[src/rtl/trig_ep_pkg.sv]
package trig_ep_pkg;
   localparam int WORD_W   = 64;
   localparam int TYPE_LSB = 0;
   localparam int TYPE_W   = 4;
   localparam int NUM_LSB  = 16;
   localparam int NUM_W    = 16;
   localparam int RND_LSB  = 32;
   localparam int RND_W    = 8;
   localparam int INFO_LSB = 40;
   localparam int INFO_W   = 24;

   typedef struct packed {
      logic [INFO_W-1:0] info;
      logic [RND_W-1:0]  rnd;
      logic [NUM_W-1:0]  num;
      logic [TYPE_W-1:0] ttype;
   } trig_fields_t;
endpackage

[src/rtl/trig_strobe_ctr.sv]
module trig_strobe_ctr #(
   parameter int CNT_W = 16
) (
   input  logic             clk,
   input  logic             rst,
   input  logic             strobe_i,
   input  logic             clear_i,
   output logic [CNT_W-1:0] cnt_o,
   output logic [CNT_W-1:0] cnt_cmp_o
);
   logic [CNT_W-1:0] cnt_q;

   if (CNT_W < 1) begin : g_bad_width
      $error("trig_strobe_ctr: CNT_W must be positive");
   end

   always_ff @(posedge clk) begin
      if (rst || clear_i) cnt_q <= '0;
      else if (strobe_i)  cnt_q <= cnt_q + CNT_W'(1);
   end

   assign cnt_o     = cnt_q;
   assign cnt_cmp_o = strobe_i ? cnt_q + CNT_W'(1) : cnt_q;


   cnt_inc_chk: assert property (@(posedge clk) disable iff (rst)
      (strobe_i && !clear_i) |=> (cnt_q == $past(cnt_q) + CNT_W'(1)));

   cnt_clr_chk: assert property (@(posedge clk) disable iff (rst)
      clear_i |=> (cnt_q == '0));
endmodule

[src/rtl/trig_pkt_latch.sv]
module trig_pkt_latch
   import trig_ep_pkg::*;
#(
   parameter bit CHECK_NUMBER = 1'b1
) (
   input  logic              clk,
   input  logic              rst,
   input  logic              pkt_valid_i,
   input  logic [WORD_W-1:0] pkt_word_i,
   input  logic [NUM_W-1:0]  cmp_cnt_i,
   input  logic              rel_evt_i,
   output logic              seen_o,
   output trig_fields_t      fields_o,
   output logic              mism_o
);
   logic         seen_q, mism_q, load, mism_d;
   trig_fields_t fields_q, fields_d;
   logic         unused_rsvd;

   assign unused_rsvd = ^pkt_word_i[NUM_LSB-1:TYPE_LSB+TYPE_W];
   assign load        = pkt_valid_i && !seen_q;

   always_comb begin
      fields_d.ttype = pkt_word_i[TYPE_LSB +: TYPE_W];
      fields_d.num   = pkt_word_i[NUM_LSB  +: NUM_W];
      fields_d.rnd   = pkt_word_i[RND_LSB  +: RND_W];
      fields_d.info  = pkt_word_i[INFO_LSB +: INFO_W];
   end

   if (CHECK_NUMBER) begin : g_cmp
      assign mism_d = (fields_d.num != cmp_cnt_i);
   end else begin : g_nocmp
      logic unused_cmp;
      assign unused_cmp = ^cmp_cnt_i;
      assign mism_d     = 1'b0;
   end

   always_ff @(posedge clk) begin
      if (rst) begin
         seen_q   <= 1'b0;
         mism_q   <= 1'b0;
         fields_q <= '0;
      end else if (load) begin
         seen_q   <= 1'b1;
         mism_q   <= mism_d;
         fields_q <= fields_d;
      end else if (rel_evt_i) begin
         seen_q   <= 1'b0;
         mism_q   <= 1'b0;
      end
   end

   assign seen_o   = seen_q;
   assign fields_o = fields_q;
   assign mism_o   = mism_q;


   rise_chk: assert property (@(posedge clk) disable iff (rst)
      (pkt_valid_i && !seen_q) |=> seen_q);

   hold_chk: assert property (@(posedge clk) disable iff (rst)
      (seen_q && !rel_evt_i) |=> (seen_q && $stable(fields_q)));

   fall_chk: assert property (@(posedge clk) disable iff (rst)
      (seen_q && rel_evt_i) |=> !seen_q);
endmodule

[src/rtl/trig_release_ctl.sv]
module trig_release_ctl #(
   parameter int ERR_W    = 32,
   parameter int MISM_BIT = 0
) (
   input  logic             clk,
   input  logic             rst,
   input  logic             seen_i,
   input  logic             mism_i,
   input  logic             user_rel_i,
   input  logic [ERR_W-1:0] user_err_i,
   output logic             rel_evt_o,
   output logic             rel_valid_o,
   output logic [ERR_W-1:0] rel_err_o
);
   logic             rel_valid_q;
   logic [ERR_W-1:0] rel_err_q, mism_vec;

   if (MISM_BIT < 0 || MISM_BIT >= ERR_W) begin : g_bad_bit
      $error("trig_release_ctl: MISM_BIT outside the error pattern");
   end

   assign mism_vec  = ERR_W'(mism_i) << MISM_BIT;
   assign rel_evt_o = seen_i && (user_rel_i || mism_i);

   always_ff @(posedge clk) begin
      if (rst) begin
         rel_valid_q <= 1'b0;
         rel_err_q   <= '0;
      end else begin
         rel_valid_q <= rel_evt_o;
         if (rel_evt_o) rel_err_q <= user_err_i | mism_vec;
      end
   end

   assign rel_valid_o = rel_valid_q;
   assign rel_err_o   = rel_err_q;


   pulse_chk: assert property (@(posedge clk) disable iff (rst)
      rel_valid_q |=> !rel_valid_q);

   auto_rel_chk: assert property (@(posedge clk) disable iff (rst)
      (seen_i && mism_i) |=> (rel_valid_q && rel_err_q[MISM_BIT]));
endmodule

[src/rtl/trig_endpoint.sv]
module trig_endpoint
   import trig_ep_pkg::*;
#(
   parameter int ERR_W        = 32,
   parameter int MISM_BIT     = 0,
   parameter bit CHECK_NUMBER = 1'b1
) (
   input  logic              clk,
   input  logic              rst,
   input  logic              strobe_i,
   input  logic              pkt_valid_i,
   input  logic [WORD_W-1:0] pkt_word_i,
   input  logic              cnt_clear_i,
   input  logic              user_release_i,
   input  logic [ERR_W-1:0]  user_err_i,
   output logic              trg_seen_o,
   output logic [TYPE_W-1:0] trg_type_o,
   output logic [NUM_W-1:0]  trg_num_o,
   output logic [RND_W-1:0]  trg_rand_o,
   output logic [INFO_W-1:0] trg_info_o,
   output logic              rel_valid_o,
   output logic [ERR_W-1:0]  rel_err_o,
   output logic [NUM_W-1:0]  strobe_cnt_o,
   output logic              proto_viol_o
);
   localparam int CNT_W = NUM_W;

   logic [CNT_W-1:0] cmp_cnt;
   logic             seen, mism, rel_evt;
   logic             pending_q, viol_q;
   trig_fields_t     fields;

   trig_strobe_ctr #(.CNT_W(CNT_W)) u_ctr (
      .clk(clk), .rst(rst), .strobe_i(strobe_i), .clear_i(cnt_clear_i),
      .cnt_o(strobe_cnt_o), .cnt_cmp_o(cmp_cnt)
   );

   trig_pkt_latch #(.CHECK_NUMBER(CHECK_NUMBER)) u_latch (
      .clk(clk), .rst(rst), .pkt_valid_i(pkt_valid_i), .pkt_word_i(pkt_word_i),
      .cmp_cnt_i(cmp_cnt), .rel_evt_i(rel_evt), .seen_o(seen),
      .fields_o(fields), .mism_o(mism)
   );

   trig_release_ctl #(.ERR_W(ERR_W), .MISM_BIT(MISM_BIT)) u_rel (
      .clk(clk), .rst(rst), .seen_i(seen), .mism_i(mism),
      .user_rel_i(user_release_i), .user_err_i(user_err_i),
      .rel_evt_o(rel_evt), .rel_valid_o(rel_valid_o), .rel_err_o(rel_err_o)
   );

   always_ff @(posedge clk) begin
      if (rst) begin
         pending_q <= 1'b0;
         viol_q    <= 1'b0;
      end else begin
         if (strobe_i)     pending_q <= 1'b1;
         else if (rel_evt) pending_q <= 1'b0;
         if (strobe_i && pending_q) viol_q <= 1'b1;
      end
   end

   assign trg_seen_o   = seen;
   assign trg_type_o   = fields.ttype;
   assign trg_num_o    = fields.num;
   assign trg_rand_o   = fields.rnd;
   assign trg_info_o   = fields.info;
   assign proto_viol_o = viol_q;


   viol_sticky_chk: assert property (@(posedge clk) disable iff (rst)
      viol_q |=> viol_q);

   viol_set_chk: assert property (@(posedge clk) disable iff (rst)
      (strobe_i && pending_q) |=> viol_q);
endmodule

[config.mk]
export PLATFORM = sky130hd
export DESIGN_NAME = trig_endpoint
export DESIGN_NICKNAME = d
export VERILOG_FILES = /design/src/rtl/trig_ep_pkg.sv /design/src/rtl/trig_strobe_ctr.sv /design/src/rtl/trig_pkt_latch.sv /design/src/rtl/trig_release_ctl.sv /design/src/rtl/trig_endpoint.sv
export SDC_FILE = /design/constraint.sdc
export NUM_CORES = 1
export LEC_CHECK = 0
export BUFFER_PORTS_ARGS = -buffer_cell sky130_fd_sc_hd__buf_2
export CAP_MARGIN = 20
export CELL_PAD_IN_SITES_DETAIL_PLACEMENT = 0
export CELL_PAD_IN_SITES_GLOBAL_PLACEMENT = 1
export CORE_ASPECT_RATIO = 1.4
export CORE_MARGIN = 2
export CORE_UTILIZATION = 34
export DETAILED_ROUTE_END_ITERATION = 16
export PLACE_DENSITY = 0.95
export SLEW_MARGIN = 20
export SYNTH_ARGS = -nofsm -noshare
export SYNTH_HDL_FRONTEND = slang
export SYNTH_SLANG_ARGS = --single-unit
[constraint.sdc]
create_clock -name clk -period 5.2 [get_ports clk]
set_clock_uncertainty 0.1 [all_clocks]
set_input_delay 0.26 -clock clk [delete_from_list [all_inputs] [get_ports clk]]
set_output_delay 0.26 -clock clk [all_outputs]
set_load 0.05 [all_outputs]
==> results.md, run 1 <==
- Period utilisation layout: 0.4386
- Initial antenna violation count: 0
- Hold path startpoint: user_err_i[11]
- GR Util All Layers: 0.1751
- Cell variety after synth: 38
- Number of nets with antenna violations after routing: 0
- Fraction of final layout cells with drive strength greater than 1: 0.3586
- Postcts setup bufs: 0
- Initial detailed-routing violation count: 122
- Post-Synthesis Net Count: 553
- Largest fanout of any net on the critical path: 5
- Length of the first detailed-routing pass in iterations: 4
- Cell type with the highest aggregate area in the netlist: sky130_fd_sc_hd__dfxtp_1
- Result of the run: completed
- Die Area: 0.01262 mm²
- Height of the chip: 132.1 µm
- Final nets: 731
- Total wirelength of the detailed-routed design: 11.37 mm
- Remaining max-slew budget at the tightest pin: 0.5358
- Wire length of the first global-routing pass: 17.36 mm
- Synthesized netlist cell count: 450
- Number of cells traversed by the worst hold path: 2
- CP Cell Sequence: ha_1 > nand3_2 > nor4_2 > nand2_1 > nand2_1 > o211ai_1 > nor4_2 > a31oi_1
- Portion of synthesized cell area occupied by the leading cell type: 0.5273
- Cell with the largest stage delay on the worst path: sky130_fd_sc_hd__dfxtp_1
- Top cells by area in the synthesized netlist: sky130_fd_sc_hd__dfxtp_1, sky130_fd_sc_hd__nand2_1, sky130_fd_sc_hd__a22o_1
- Critical Path End Type: flop
- Share of the core filled with cells: 0.4729
- Buffer type at the clock tree root: sky130_fd_sc_hd__clkbuf_16
- Number of hold violations in the final report: 0
- Final routed wire length divided by cell count: 14.63 µm
- Placer's final routability congestion estimate: 0.9028
- Effective utilization at floorplan: 0.3498
- Power per Cell Area: 345.1 mW/mm²
- Clk pin slew, worst setup/hold paths: 0.08 ns
- Synth warn: 0
- Total number of H-tree levels: 3
- Number of flops mapped to enable cells by yosys: 0
- Max capacitance violation total: 0
- Leading cell types in the layout, fill and taps excluded: sky130_fd_sc_hd__buf_2, sky130_fd_sc_hd__nand2_1, sky130_fd_sc_hd__dfxtp_1, sky130_fd_sc_hd__a21oi_1, sky130_fd_sc_hd__a22o_1
- Worst Hold Slack: 0.02556 ns
- Dominant delay contributor by cell family on the critical path: simple AND/OR/NAND/NOR gates
- Number of antenna cells inserted: 0
- Achievable clock frequency: 438.5 MHz
- DRC errors left: 0
- Total CTS buffers: 9
- Async set-reset flop share out of synthesis: 0
- Placeable Area: 0.01140 mm²
- Buffer levels on the longest clock path: 2
- Syn Std Cell Area: 0.003986 mm²
- Signed area change from the synthesized netlist to the final layout: 35.19%
- Time the final worst path needs with I/O delays and setup: 2.281 ns
- Via count of the first global-routing pass: 3663
- Total number of placement rows: 46
- Hold worst-path end: u_rel.rel_err_o[11]
- Startpoint type of the worst setup path: flop
- Final slew viol count: 0
- Unrepaired setup endpoints after global routing: no
- Biggest cell delay along the critical path: 0.47 ns
- Filler instances: 1148
- Highest ir drop seen on vdd: 0.1619 mV
- Number of gates resized after cts: 0
- Worst reg2reg startpoint: u_ctr.cnt_o[0]
- Count of vias placed by the detailed router: 3810
- Number of buffer cells added on primary ports: 192
- Reg2Reg Setup Slack: 2.92 ns
- Area of the multi-input gates: 0.001787 mm²
- Primary flip-flop cell chosen by synthesis mapping: sky130_fd_sc_hd__dfxtp_1
- CTS tree: done
- Worst-case reg-to-reg path depth: 8
- Width of the die: 95.51 µm
- Post-DP HPWL: 8.426 mm
- Crit path buffers/inverters: 0
- Syn Area/Cell: 8.858 µm²
- Remaining global-route overflow: 0
- Sequential Area: 0.002102 mm²
- Capturing point of the worst reg2reg path: u_latch.mism_o
- WS Path Type: flop to flop
- Number of clock sinks seen by CTS: 105
- Yosys reg bits: 105
- Crit path required time: 5.32 ns
- Detailed-route vias per instance: 4.903
- Hold Buf Count CTS: 0
- Top-level port count: 205
- Reported leakage power: 2.516 nW
- Measured slew at the worst slew-check pin: 0.6956 ns
- Sequential fraction of the synthesis area: 0.5273
- Final-layout setup total negative slack: 0 ns
- Leading cell type in the layout, fill and taps excluded: sky130_fd_sc_hd__buf_2
- Largest net degree at the start of global routing: 59
- Path category of the worst min-delay check: primary input to flop
- Insertion delay of the later-clocked pin in the worst-skew pair: 0.34 ns
- Final setup violating endpoints: 0
- Crit path DAT: 2.40 ns
[report_power, final]
group	switching (W)	total, W	internal, W
Combinational	0.000239	0.000330	0.0000912
Clock	0.000324	0.000664	0.000341
Sequential	0.0000207	0.000865	0.000845
[worst register-to-register path, stage by stage (launching register included)]
cell	delay, ns
sky130_fd_sc_hd__dfxtp_1	0.47
sky130_fd_sc_hd__ha_1	0.26
sky130_fd_sc_hd__nand3_2	0.16
sky130_fd_sc_hd__nor4_2	0.41
sky130_fd_sc_hd__nand2_1	0.18
sky130_fd_sc_hd__nand2_1	0.09
sky130_fd_sc_hd__o211ai_1	0.11
sky130_fd_sc_hd__nor4_2	0.29
sky130_fd_sc_hd__a31oi_1	0.11
[cell type report]
cell class / count / share of cell area
well taps: 144 / 0.03343
clock inverters: 7 / 0.01277
repair buffers: 196 / 0.1890
inverters: 2 / 0.001393
multi-input cells: 314 / 0.3316
flip-flops and latches: 105 / 0.3901
clock buffers: 9 / 0.04179
[worst max path at each step]
stage	startpoint	slack, ns	cells past startpoint	to
detailed placement	u_ctr.cnt_o[0]	2.93	8	u_latch.mism_o
global placement	u_ctr.cnt_o[0]	2.95	8	u_latch.mism_o
finish	u_ctr.cnt_o[0]	2.92	8	u_latch.mism_o
global route	u_ctr.cnt_o[0]	2.82	8	u_latch.mism_o
floorplan	u_ctr.cnt_o[0]	2.85	8	u_latch.mism_o
CTS	u_ctr.cnt_o[0]	2.91	8	u_latch.mism_o
[metal layers]
| layer | global-route usage | wire [µm] | up-vias | share of wire |
|---|---|---|---|---|
| li1 | - | - | 1873 | - |
| met1 | 0.1992 | 4508 | 1773 | 0.40 |
| met2 | 0.3110 | 5869 | 143 | 0.52 |
| met3 | 0.03659 | 737 | 21 | 0.065 |
| met4 | 0.07143 | 252 | 0 | 0.022 |
| met5 | 0 | 0 | - | 0 |
[state kept, by name, indices dropped and copies added, names as in the netlist]
name,flops
u_latch.fields_o,52
u_rel.rel_err_o,32
u_ctr.cnt_o,16
pending_q,1
proto_viol_o,1
u_latch.mism_o,1
u_latch.seen_o,1
u_rel.rel_valid_o,1
[cells in the mapped netlist, types with 3 or more instances]
cell type,instances
sky130_fd_sc_hd__xnor2_1,15
sky130_fd_sc_hd__a21oi_1,54
sky130_fd_sc_hd__nand4_1,4
sky130_fd_sc_hd__o21ai_0,7
sky130_fd_sc_hd__dfxtp_1,105
sky130_fd_sc_hd__nor2b_1,3
sky130_fd_sc_hd__nand2_1,116
sky130_fd_sc_hd__xor2_1,15
sky130_fd_sc_hd__nor3_1,4
sky130_fd_sc_hd__and3_1,3
sky130_fd_sc_hd__nand3_1,5
sky130_fd_sc_hd__clkbuf_1,25
sky130_fd_sc_hd__nand2b_1,5
sky130_fd_sc_hd__buf_1,3
sky130_fd_sc_hd__nor2_1,24
sky130_fd_sc_hd__a22o_1,33
[cells by family (layout without fill, tap and decap cells)]
family / after synthesis / after routing / synth area share
and+or+nand+nor: 179 / 179 / 0.2056
DFF: 105 / 105 / 0.5273
AOI/OAI and AO/OA: 102 / 102 / 0.1635
buffers and inverters: 31 / 214 / 0.02950
xor gates and xnor gates: 30 / 30 / 0.06592
muxes: 2 / 2 / 0.005022
adders and majority gates: 1 / 1 / 0.003138
[metrics by stage]
stage	total power (W)	cell area, µm²	std cells	setup WS [ns]
3_3_place_gp	0.001205	5047	759	2.951
6_report	0.001860	5389	777	2.919
4_1_cts	0.001884	5384	777	2.909
5_1_grt	0.001939	5389	777	2.817
2_1_floorplan	0.001108	3986	450	2.850
3_5_place_dp	0.001216	5090	761	2.925
Power figures use the tool's default switching activity.
==> run 2, diff against run 1 <==
Settings changed: CORE_UTILIZATION 34 to 32, PLACE_DENSITY 0.95 to 0.91.
Clock period 5.2 ns to 2.34 ns, I/O delays scaled along.
==> run 2 against run 1 <==
Effect of this change:
- sequential cell count unchanged
- largest cell class unchanged
- first-iteration DRC count down 27%
- sequential power up 120%
- largest power group unchanged
- maximum frequency up 7.5%
- sequential share of layout area down 5.4 points
- critical path type unchanged
==> results.md, run 2 (synthesis gave the netlist of run 1 again) <==
- Result of the run: completed
- Top-level port count: 205
- Unrepaired setup endpoints after global routing: no
- Number of antenna cells inserted: 0
- Height of the chip: 136.1 µm
- Number of hold violations in the final report: 0
- Achievable clock frequency: 471.4 MHz
- Measured slew at the worst slew-check pin: 0.5354 ns
- Crit path required time: 2.46 ns
- Largest net degree at the start of global routing: 41
- Post-DP HPWL: 8.807 mm
- Final setup slack of the worst path: 0.2188 ns
- Insertion delay of the later-clocked pin in the worst-skew pair: 0.34 ns
- Max capacitance violation total: 0
- Cell with the largest stage delay on the worst path: sky130_fd_sc_hd__dfxtp_1
- Leading cell type in the layout, fill and taps excluded: sky130_fd_sc_hd__buf_2
- Reg2Reg Setup Slack: 0.22 ns
- Buffer levels on the longest clock path: 2
- Number of clock sinks seen by CTS: 105
- Startpoint type of the worst setup path: flop
- Biggest cell delay along the critical path: 0.45 ns
- Final nets: 818
- DRC errors left: 0
- Met3 demand-to-capacity share in global routing: 0.02725
- WS Path Type: flop to flop
- Number of nets with antenna violations after routing: 0
- Remaining max-slew budget at the tightest pin: 0.6415
- Critical Path End Type: flop
- Most used routing layer: met2
- Filler instances: 1141
- Flip-flop count of the largest register, all copies and words added: 52
- Initial antenna violation count: 0
- Die Area: 0.01338 mm²
- Clock network fraction of design power: 0.348
- Buffer type at the clock tree root: sky130_fd_sc_hd__clkbuf_16
- Area of the multi-input gates: 0.001782 mm²
- Postcts setup bufs: 0
- Period utilisation layout: 0.9065
- Crit path DAT: 2.25 ns
- Length of the first detailed-routing pass in iterations: 4
- Reported leakage power: 2.874 nW
- Comb power frac: 0.200
- Global-route met2 utilization: 0.3341
- Path category of the worst min-delay check: primary input to flop
- Switching power total: 0.001330 W
- Leading cell types in the layout, fill and taps excluded: sky130_fd_sc_hd__buf_2, sky130_fd_sc_hd__nand2_1, sky130_fd_sc_hd__dfxtp_1, sky130_fd_sc_hd__dlygate4sd3_1, sky130_fd_sc_hd__a21oi_1
- Final routed wire length divided by cell count: 14.73 µm
- Fraction of final layout cells with drive strength greater than 1: 0.3208
- Sequential Area: 0.002103 mm²
- Via count of the first global-routing pass: 4103
- Met1 GRT Util: 0.2044
- Total number of H-tree levels: 3
- Total number of placement rows: 48
- Width of the die: 98.33 µm
- Final slew viol count: 0
- Remaining global-route overflow: 0
- Capturing point of the worst reg2reg path: u_latch.mism_o
- Clk pin slew, worst setup/hold paths: 0.07 ns
- Detailed-route vias per instance: 4.778
- Final-layout setup total negative slack: 0 ns
- Power per Cell Area: 681.2 mW/mm²
- GR Util All Layers: 0.1837
- Placeable Area: 0.01225 mm²
- Number of buffer cells added on primary ports: 192
- Worst reg2reg startpoint: u_ctr.cnt_o[1]
- Total CTS buffers: 9
- Signed area change from the synthesized netlist to the final layout: 56.84%
- Count of vias placed by the detailed router: 4157
- Total wirelength of the detailed-routed design: 12.82 mm
- Sequential share of power: 0.452
- Net Sw Frac: 0.3122
- Largest fanout of any net on the critical path: 5
- CTS tree: done
- CP Cell Sequence: ha_1 > nand3_2 > nor4_2 > nand2_1 > nand2_1 > o211ai_1 > nor4_2 > a31oi_1
- Internal power of the cells: 0.002929 W
- Number of gates resized after cts: 0
- Post-place setup slack: 0.2164 ns
- Critical Path Sink: u_latch.mism_o
- Initial detailed-routing violation count: 89
- Placer's final routability congestion estimate: 0.8724
- Effective utilization at floorplan: 0.3254
- Highest ir drop seen on vdd: 0.3314 mV
- Worst-case reg-to-reg path depth: 8
- Wire length of the first global-routing pass: 19.62 mm
- Time the final worst path needs with I/O delays and setup: 2.121 ns
- Final setup violating endpoints: 0
- Setup crit start: u_ctr.cnt_o[1]
-- run 2: timing repair --
item | in CTS | in global routing
endpoints found under the setup margin | 0 | 0
endpoints found under the hold margin | 85 | 0
hold buffers | 84 | 0
-- run 2: layout make-up --
cell class                 instances  share of cell area
inverter                           2            0.001201
tap                              150             0.03002
clock inverter                     7             0.01081
multi-input combinational        314              0.2850
sequential                       105              0.3364
timing repair buffer             283              0.3006
clock buffer                       9             0.03602
-- run 2: power by group through the flow --
stage | combinational, W | clock, W | sequential (W)
after detailed placement | 0.000741 | 0 | 0.00197
after CTS | 0.000852 | 0.00153 | 0.00193
final | 0.000852 | 0.00148 | 0.00193
after global routing | 0.000905 | 0.00160 | 0.00194
after floorplan | 0.000192 | 0 | 0.00227
after global placement | 0.000733 | 0 | 0.00196
-- run 2: worst min path at each step --
| stage | startpoint | endpoint | slack (ns) | depth (start not counted) |
|---|---|---|---|---|
| final | pkt_valid_i | u_latch.seen_o | 0.02 | 3 |
| after global routing | pkt_valid_i | u_latch.seen_o | 0.04 | 3 |
| after floorplan | user_err_i[27] | u_rel.rel_err_o[27] | 0.14 | 1 |
| after global placement | user_err_i[13] | u_rel.rel_err_o[13] | 0.23 | 2 |
| after detailed placement | user_err_i[18] | u_rel.rel_err_o[18] | 0.23 | 2 |
| after CTS | pkt_valid_i | u_latch.seen_o | 0.01 | 3 |
-- run 2: critical path, delay by kind of cell (launching register included) --
kind / cells / cell delay [ns]
AOI/OAI and AO/OA: 2 / 0.19
and+or+nand+nor: 5 / 1.01
adders and majority gates: 1 / 0.25
DFF: 1 / 0.45
-- run 2: through the flow --
step	total power [W]	utilization	instances	cell area, µm²	hold slack [ns]
CTS	0.004309	0.5103	870	6252	0.01217
floorplan	0.002462	-	450	3988	0.1427
finish	0.004259	0.5103	870	6252	0.01941
global placement	0.002697	0.4178	770	5119	0.2299
detailed placement	0.002710	0.4178	770	5119	0.2315
global route	0.004446	0.5103	870	6252	0.03529
-- run 2: metal layers --
metal  part of all wire  vias to the layer above
li1                   -                     2052
met1               0.40                     1912
met2               0.52                      160
met3              0.046                       33
met4              0.035                        0
met5                  0                        -
==> run 3, diff against run 2 <==
Settings changed: CORE_UTILIZATION 32 to 33, CTS_BUF_LIST from default to sky130_fd_sc_hd__clkbuf_2, PLACE_DENSITY 0.91 to 0.93.
==> run 3 against run 2 <==
Effect of this change:
- die area shrank 2.9%
- global-route usage grew 0.97 points
- worst setup slack lost 0.11 ns
- critical path type unchanged
- largest power group unchanged
==> results.md, run 3 (synthesis gave the netlist of run 1 again) <==
- Number of nets with antenna violations after routing: 0
- Most common cell type on the critical path: sky130_fd_sc_hd__dlygate4sd3_1
- Number of cells traversed by the worst hold path: 4
- Cell with the largest stage delay on the worst path: sky130_fd_sc_hd__dlygate4sd3_1
- Remaining max-slew budget at the tightest pin: 0.6384
- Width of the die: 96.89 µm
- Initial antenna violation count: 0
- WS Path Type: flop to flop
- Crit path DAT: 2.69 ns
- Effective utilization at floorplan: 0.3372
- Reg2Reg Setup Slack: 0.11 ns
- Max capacitance violation total: 0
- Worst reg2reg startpoint: u_latch.seen_o
- Hold path startpoint: user_release_i
- Final slew viol count: 0
- Leading cell type in the layout, fill and taps excluded: sky130_fd_sc_hd__buf_2
- Highest ir drop seen on vdd: 0.2265 mV
- Worst-case reg-to-reg path depth: 5
- Die Area: 0.01299 mm²
- Count of vias placed by the detailed router: 4257
- Via count of the first global-routing pass: 4264
- CTS tree: done
- GR Util All Layers: 0.1935
- Crit path required time: 2.80 ns
- Largest fanout of any net on the critical path: 10
- Final-layout setup total negative slack: 0 ns
- Signed area change from the synthesized netlist to the final layout: 58.13%
- Number of buffer cells added on primary ports: 192
- Clk pin slew, worst setup/hold paths: 0.30 ns
- Largest net degree at the start of global routing: 51
- Filler instances: 1074
- Worst Hold Slack: 0.09895 ns
- Unrepaired setup endpoints after global routing: no
- Number of antenna cells inserted: 0
- Measured slew at the worst slew-check pin: 0.5424 ns
- Initial detailed-routing violation count: 108
- PnR Total Power: 0.003626 W
- Startpoint type of the worst setup path: flop
- Wire length of the first global-routing pass: 20.50 mm
- Time the final worst path needs with I/O delays and setup: 2.230 ns
- Reported leakage power: 2.903 nW
- Length of the first detailed-routing pass in iterations: 4
- Top-level port count: 205
- Number of hold violations in the final report: 0
- Total number of placement rows: 47
- Post-DP HPWL: 8.302 mm
- Critical Path End Type: flop
- Power per Cell Area: 575.2 mW/mm²
- Final setup violating endpoints: 0
- Fraction of final layout cells with drive strength greater than 1: 0.3105
- Final routed wire length divided by cell count: 14.39 µm
- Height of the chip: 134.0 µm
- Capturing point of the worst reg2reg path: u_latch.fields_o[4]
- DRC errors left: 0
- Number of gates resized after cts: 0
- Flip-flop count of the largest register, all copies and words added: 52
- Placeable Area: 0.01182 mm²
- Period utilisation layout: 0.9531
- Number of clock sinks seen by CTS: 105
- Hold worst-path end: u_rel.rel_valid_o
- Achievable clock frequency: 448.4 MHz
- CP Cell Sequence: nor2b_4 > nand2_1 > dlygate4sd3_1 > a21oi_1 > dlygate4sd3_1
- Biggest cell delay along the critical path: 0.57 ns
- Total CTS buffers: 9
- Buffer type at the clock tree root: sky130_fd_sc_hd__clkbuf_2
- Remaining global-route overflow: 0
- Post-place setup slack: 0.2587 ns
- Detailed-route vias per instance: 4.778
- Leading cell types in the layout, fill and taps excluded: sky130_fd_sc_hd__buf_2, sky130_fd_sc_hd__nand2_1, sky130_fd_sc_hd__dlygate4sd3_1, sky130_fd_sc_hd__dfxtp_1, sky130_fd_sc_hd__a21oi_1
- Insertion delay of the later-clocked pin in the worst-skew pair: 0.58 ns
- Area of the multi-input gates: 0.001782 mm²
- Final setup slack of the worst path: 0.1097 ns
- Placer's final routability congestion estimate: 0.8959
- Buffer levels on the longest clock path: 2
- Total number of H-tree levels: 3
- Result of the run: completed
- Total wirelength of the detailed-routed design: 12.82 mm
- Sequential Area: 0.002103 mm²
- Final nets: 842
- Path category of the worst min-delay check: primary input to flop
## run 3: cell count changes in the layout (fill, tap and decap cells not counted)
| cell | delta |
|---|---|
| sky130_fd_sc_hd__clkinv_4 | +2 |
| sky130_fd_sc_hd__inv_8 | -2 |
| sky130_fd_sc_hd__clkbuf_2 | +9 |
| sky130_fd_sc_hd__clkbuf_16 | -9 |
| sky130_fd_sc_hd__dlygate4sd3_1 | +24 |
## run 3: power breakdown
part | total [W] | switching, W | internal, W | leakage (nW)
registers | 0.00194 | 0.0000489 | 0.00189 | 0.859
logic | 0.000887 | 0.000561 | 0.000327 | 1.98
clock network | 0.000802 | 0.000638 | 0.000164 | 0.0650
total | 0.00363 | 0.00125 | 0.00238 | 2.90
## run 3: worst max-delay path: cells and delay by family (launching register included)
kind            cells  cell delay [ns]
simple gates        2             0.39
buf+inv             2             1.13
flops               1             0.44
compound gates      1             0.15
## run 3: per-layer routing
metal | share of wire | track usage
met5 | 0 | 0
met4 | 0.023 | 0.07512
met3 | 0.041 | 0.03439
met2 | 0.54 | 0.3657
met1 | 0.40 | 0.2132
## run 3: final cells by class
class / instances / area share
tap: 147 / 0.02918
sequential: 105 / 0.3337
clock buffer: 9 / 0.007146
clock inverter: 7 / 0.009925
multi-input combinational: 314 / 0.2827
timing repair buffer: 307 / 0.3362
inverter: 2 / 0.001191
## run 3: stage by stage
stage | util | instances | instance area (µm²)
2_1_floorplan | - | 450 | 3988
3_3_place_gp | 0.4321 | 766 | 5107
6_report | 0.5333 | 891 | 6304
3_5_place_dp | 0.4321 | 766 | 5107
4_1_cts | 0.5327 | 890 | 6296
5_1_grt | 0.5333 | 891 | 6304
## run 3: timing repair
action / 4_1_cts / 5_1_grt
endpoints found under the setup margin: 0 / 5
setup buffers: 0 / 1
endpoints found under the hold margin: 105 / 0
hold buffers: 108 / 0
## run 3: worst max-delay path by stage
stage,from,end,slack (ns),cells after the start
6_report,u_latch.seen_o,u_latch.fields_o[4],0.11,5
5_1_grt,u_latch.seen_o,u_latch.fields_o[11],0.006,5
4_1_cts,u_latch.seen_o,u_latch.fields_o[9],0.13,5
3_5_place_dp,u_ctr.cnt_o[0],u_latch.mism_o,0.26,8
3_3_place_gp,u_ctr.cnt_o[0],u_latch.mism_o,0.27,8
2_1_floorplan,u_ctr.cnt_o[1],u_latch.mism_o,0.001,8
